`src/rtl/ofmt_pkg.sv`:
```
package ofmt_pkg;

    localparam int CFG_W    = 3;
    localparam int REV_POS  = 0;
    localparam int BPSK_POS = 1;
    localparam int INV_POS  = 2;
    localparam int NCH      = 2;

    typedef struct packed {
        logic inv;
        logic bpsk;
        logic rev;
    } fmt_cfg_t;

    typedef struct packed {
        logic pend;
        logic snd;
        logic bit_o;
        logic vld;
    } ser_state_t;

endpackage

```
`src/rtl/ofmt_mode_dec.sv`:
```
module ofmt_mode_dec
    import ofmt_pkg::*;
(
    input  logic [CFG_W-1:0] cfg_raw,
    output fmt_cfg_t         cfg
);

    always_comb begin
        cfg.rev  = cfg_raw[REV_POS];
        cfg.bpsk = cfg_raw[BPSK_POS];
        cfg.inv  = cfg_raw[INV_POS];
    end

endmodule

```
`src/rtl/ofmt_chan_reg.sv`:
```
module ofmt_chan_reg #(
    parameter int N = 2
) (
    input  logic         clk,
    input  logic         rst,
    input  logic         load,
    input  logic         inv,
    input  logic [N-1:0] din,
    output logic [N-1:0] dout
);

    logic [N-1:0] val_d, val_q, nxt;

    for (genvar g = 0; g < N; g++) begin : g_ch
        assign nxt[g] = din[g] ^ inv;
    end

    always_comb begin
        val_d = val_q;
        if (load) val_d = nxt;
    end

    always_ff @(posedge clk) begin
        if (rst) val_q <= '0;
        else     val_q <= val_d;
    end

    assign dout = val_q;

    AST_PAR_HOLD: assert property (@(posedge clk) disable iff (rst)
        !load |=> $stable(dout));

endmodule

```
`src/rtl/ofmt_serializer.sv`:
```
module ofmt_serializer
    import ofmt_pkg::*;
(
    input  logic     clk,
    input  logic     rst,
    input  logic     sym_stb,
    input  logic     bit_ce,
    input  logic     i_bit,
    input  logic     q_bit,
    input  fmt_cfg_t cfg,
    output logic     ser_bit,
    output logic     ser_vld
);

    ser_state_t st_d, st_q;
    logic first_raw, second_raw;

    always_comb begin
        first_raw  = cfg.rev ? q_bit : i_bit;
        second_raw = cfg.rev ? i_bit : q_bit;
        st_d       = st_q;
        st_d.vld   = 1'b0;
        if (sym_stb) begin
            st_d.bit_o = first_raw ^ cfg.inv;
            st_d.vld   = 1'b1;
            st_d.pend  = !cfg.bpsk;
            st_d.snd   = second_raw ^ cfg.inv;
        end else if (bit_ce && st_q.pend) begin
            st_d.bit_o = st_q.snd;
            st_d.vld   = 1'b1;
            st_d.pend  = 1'b0;
        end
    end

    always_ff @(posedge clk) begin
        if (rst) st_q <= '0;
        else     st_q <= st_d;
    end

    assign ser_bit = st_q.bit_o;
    assign ser_vld = st_q.vld;

    AST_QPSK_PEND: assert property (@(posedge clk) disable iff (rst)
        (sym_stb && !cfg.bpsk) |=> st_q.pend);

    AST_BPSK_SINGLE: assert property (@(posedge clk) disable iff (rst)
        (sym_stb && cfg.bpsk) |=> !st_q.pend);

    AST_SECOND_OUT: assert property (@(posedge clk) disable iff (rst)
        (st_q.pend && bit_ce && !sym_stb) |=> (ser_vld && !st_q.pend));

    AST_PREEMPT: assert property (@(posedge clk) disable iff (rst)
        (st_q.pend && sym_stb) |=> ser_vld);

    AST_VLD_CAUSE: assert property (@(posedge clk) disable iff (rst)
        (!sym_stb && !(bit_ce && st_q.pend)) |=> !ser_vld);

endmodule

```
`src/rtl/iq_bit_formatter.sv`:
```
module iq_bit_formatter
    import ofmt_pkg::*;
(
    input  logic             clk,
    input  logic             rst,
    input  logic             sym_stb,
    input  logic             bit_ce,
    input  logic             i_bit,
    input  logic             q_bit,
    input  logic [CFG_W-1:0] cfg_reg,
    output logic             ser_bit,
    output logic             ser_vld,
    output logic             i_out,
    output logic             q_out
);

    fmt_cfg_t     cfg;
    logic [NCH-1:0] par;

    ofmt_mode_dec u_dec (
        .cfg_raw (cfg_reg),
        .cfg     (cfg)
    );

    ofmt_serializer u_ser (
        .clk     (clk),
        .rst     (rst),
        .sym_stb (sym_stb),
        .bit_ce  (bit_ce),
        .i_bit   (i_bit),
        .q_bit   (q_bit),
        .cfg     (cfg),
        .ser_bit (ser_bit),
        .ser_vld (ser_vld)
    );

    ofmt_chan_reg #(.N(NCH)) u_par (
        .clk  (clk),
        .rst  (rst),
        .load (sym_stb),
        .inv  (cfg.inv),
        .din  ({q_bit, i_bit}),
        .dout (par)
    );

    assign i_out = par[0];
    assign q_out = par[1];

    AST_PAR_INV: assert property (@(posedge clk) disable iff (rst)
        sym_stb |=> (i_out == ($past(i_bit) ^ $past(cfg_reg[INV_POS]))));

    AST_SER_SAME_POL: assert property (@(posedge clk) disable iff (rst)
        (sym_stb && !cfg_reg[REV_POS]) |=> (ser_bit == i_out));

endmodule

```
`config.mk`:
```
export PLATFORM = sky130hd
export DESIGN_NAME = iq_bit_formatter
export DESIGN_NICKNAME = d
export VERILOG_FILES = /design/src/rtl/ofmt_pkg.sv /design/src/rtl/ofmt_mode_dec.sv /design/src/rtl/ofmt_chan_reg.sv /design/src/rtl/ofmt_serializer.sv /design/src/rtl/iq_bit_formatter.sv
export SDC_FILE = /design/constraint.sdc
export NUM_CORES = 1
export LEC_CHECK = 0
export BUFFER_PORTS_ARGS = -buffer_cell sky130_fd_sc_hd__buf_2
export CELL_PAD_IN_SITES_DETAIL_PLACEMENT = 0
export CELL_PAD_IN_SITES_GLOBAL_PLACEMENT = 1
export CORE_AREA = 5 5 42 44
export CTS_BUF_LIST = sky130_fd_sc_hd__clkbuf_4
export DETAILED_ROUTE_END_ITERATION = 8
export DIE_AREA = 0 0 47 49
export HOLD_SLACK_MARGIN = 0.12
export PLACE_DENSITY = 0.65
export SLEW_MARGIN = 25
export SYNTH_ARGS = -nofsm -noshare
export SYNTH_HDL_FRONTEND = slang
export SYNTH_SLANG_ARGS = --single-unit
```
`constraint.sdc`:
```
create_clock -name clk -period 2.05 [get_ports clk]
set_clock_uncertainty 0.05 [all_clocks]
set_input_delay 0.41 -clock clk [delete_from_list [all_inputs] [get_ports clk]]
set_output_delay 0.41 -clock clk [all_outputs]
set_load 0.01 [all_outputs]
```
==> run_results.csv <==
group,metric,value,unit
outcome,outcome,"completed",
die,core-area,1400,um^2
sta,drv_slew,0,
detailed_routing,vias,267,
clocking,cts_buffers,3,
worst_setup_path,cp-end-kind,"output pin",
global_route,grt_util_all_layers,6.27,%
sta,slew_headroom,82.8,%
die,chipWidth,47,um
layout,fin_cells,60,
clocking,hold_buffers,0,
yosys,ys_warn_count,0,
clocking,cts-resized-gates,0,
sta,tns,0,ns
global_route,grt_pass1_vias,262,
global_route,grt_max_degree,13,
clocking,cts_max_level,1,
clocking,cts_tree,"yes",
clocking,clk_pin_slew_worst_paths,0.05,ns
yosys,synth_seq_area_share,41.6,%
sta,period_needed,1.16,ns
yosys,syn-num-nets,41,
placed_design,portBuffers,12,
sta,setup_violations,0,
placed_design,dpl_cell_area,354,um^2
layout,fin_nets,55,
detailed_routing,routed_wl,575,um
layout,fin_area,377,um^2
detailed_routing,dr.pass1.iters,2,
worst_setup_path,critical_path.cell_chain,"buf_2",
sta,setup_slack,0.892,ns
sta,rsz0062_at_grt,"false",
die,initial_utilization,20.6,%
clocking,clock_sinks,6,
detailed_routing,drt-initial-drc-count,1,
detailed_routing,vias_per_cell,4.45,
worst_setup_path,crit_family,"flip-flops",
global_route,grt_pass1_wl,1.01,mm
worst_setup_path,startpoint_type,"register",
sta,whs,0.387,ns
detailed_routing,met2WireLength,250,um
sta,period_share,56.5,%
worst_setup_path,critical_path.slowest_cell,"dfxtp_1",
detailed_routing,wl_met3,63,um
yosys,syn_avg_cell_area,9.03,um^2
worst_setup_path,cp.required,1.59,ns
sta,hold_viol_final,0,
yosys,synth_seq_cells,6,
layout,final_common_cell,"buf_2",
worst_setup_path,cp.arrival,0.70,ns
power,p_per_area,751,nW/um^2
layout,drive_gt1_share,34.1,%
placed_design,dp.cells,57,
clocking,postCtsSetupBuffers,0,
flow_run,cap_violations,0,
layout,postLayoutCoreUtil,26.9,%
die,die-height,49,um
power,vdd_drop_max,0.168,mV
worst_setup_path,critical_path_class,"reg -> out",
die,num_rows,14,
die,io_pins,13,
placed_design,place_congestion,0.623,
detailed_routing,highest_layer,"met3",
worst_hold_path,hold_class,"in -> reg",
yosys,syn-instance-count,32,
clocking,root_buffer,"clkbuf_4",
worst_setup_path,crit_buf_inv,1,
sta,fmax,864,MHz
sta,worst_pin_slew,0.254,ns
placed_design,pre_cts_ws,0.852,ns
power,p_leak,0.175,nW
yosys,syn-cell-area,289,um^2
clocking,insertion_delay,0.24,ns
clocking,clockBufferDepth,2,
layout,area_growth_syn_to_layout,30.3,%
detailed_routing,drc,0,
worst_setup_path,critPathMaxFanout,2,
layout,n_antenna_cell,0,
power,total_power,0.283,mW
global_route,gr-total-overflow,0,
global_route,antenna_found_initial,0,
detailed_routing,drt-met1-wl,261,um
worst_setup_path,critPathMaxStageDelay,0.33,ns
detailed_routing,wl_per_cell,9.58,um
placed_design,dpl.hpwl,464,um
layout,layout_common_cells,"12 x buf_2, 6 x dfxtp_1, 5 x nor2_1",
die,dieArea,2300,um^2
yosys,synth.distinct_cells,16,
detailed_routing,drtAntennaViolNets,0,
-- path summary, 6_finish.rpt --
kind / start / to / slack, ns / cells past startpoint
setup / recovery: u_par.dout[1] / q_out / 0.89 / 1
setup reg to reg: u_ser.st_q[3] / u_ser.ser_bit / 1.09 / 3
hold reg to reg: u_par.dout[1] / u_par.dout[1] / 0.44 / 2
hold / removal: rst / u_par.dout[0] / 0.39 / 2
-- power breakdown --
group | internal (mW) | leakage [nW] | total, mW | switching [mW]
combinational | 0.0226 | 0.111 | 0.0461 | 0.0235
sequential | 0.126 | 0.0498 | 0.129 | 0.00354
clock | 0.0662 | 0.0138 | 0.108 | 0.0414
-- layout make-up --
class                      instances  area (um^2)
fill                             171         1020
multi-input combinational         22          150
sequential                         6          120
timing repair buffer              12         60.1
clock buffer                       3         22.5
tap                               16         20.0
inverter                           1         3.75
-- metal layers --
metal	track usage (%)	vias up
li1	-	139
met3	3.69	0
met1	6.81	119
met2	8.14	9
met4	5.53	0
met5	0	-
-- logic make-up (layout without fill, tap and decap cells) --
group | count (synthesis) | count (layout) | synth area share (%)
xor+xnor | 3 | 3 | 9.09
compound gates | 8 | 8 | 19.9
buf+inv | 4 | 16 | 6.49
flops | 6 | 6 | 41.6
mux | 2 | 2 | 6.93
simple gates | 9 | 9 | 16.0
-- cells in the mapped netlist --
cell	instances	share of area, %
a211o_1	1	3.0
a211oi_1	3	7.8
a21boi_0	1	2.6
a21oi_1	2	3.5
a311oi_1	1	3.0
buf_2	1	1.7
clkbuf_2	2	3.5
dfxtp_1	6	42
inv_1	1	1.3
mux2i_1	2	6.9
nand2_1	1	1.3
nor2_1	5	6.5
nor3b_1	2	5.2
nor4b_1	1	3.0
xnor2_1	2	6.1
xor2_1	1	3.0
-- sequential cells by signal (all words and copies together), names as in the netlist --
register and count:
u_ser.ser_vld 1, u_ser.st_q 2, u_par.dout 2, u_ser.ser_bit 1
Power figures use the tool's default switching activity.
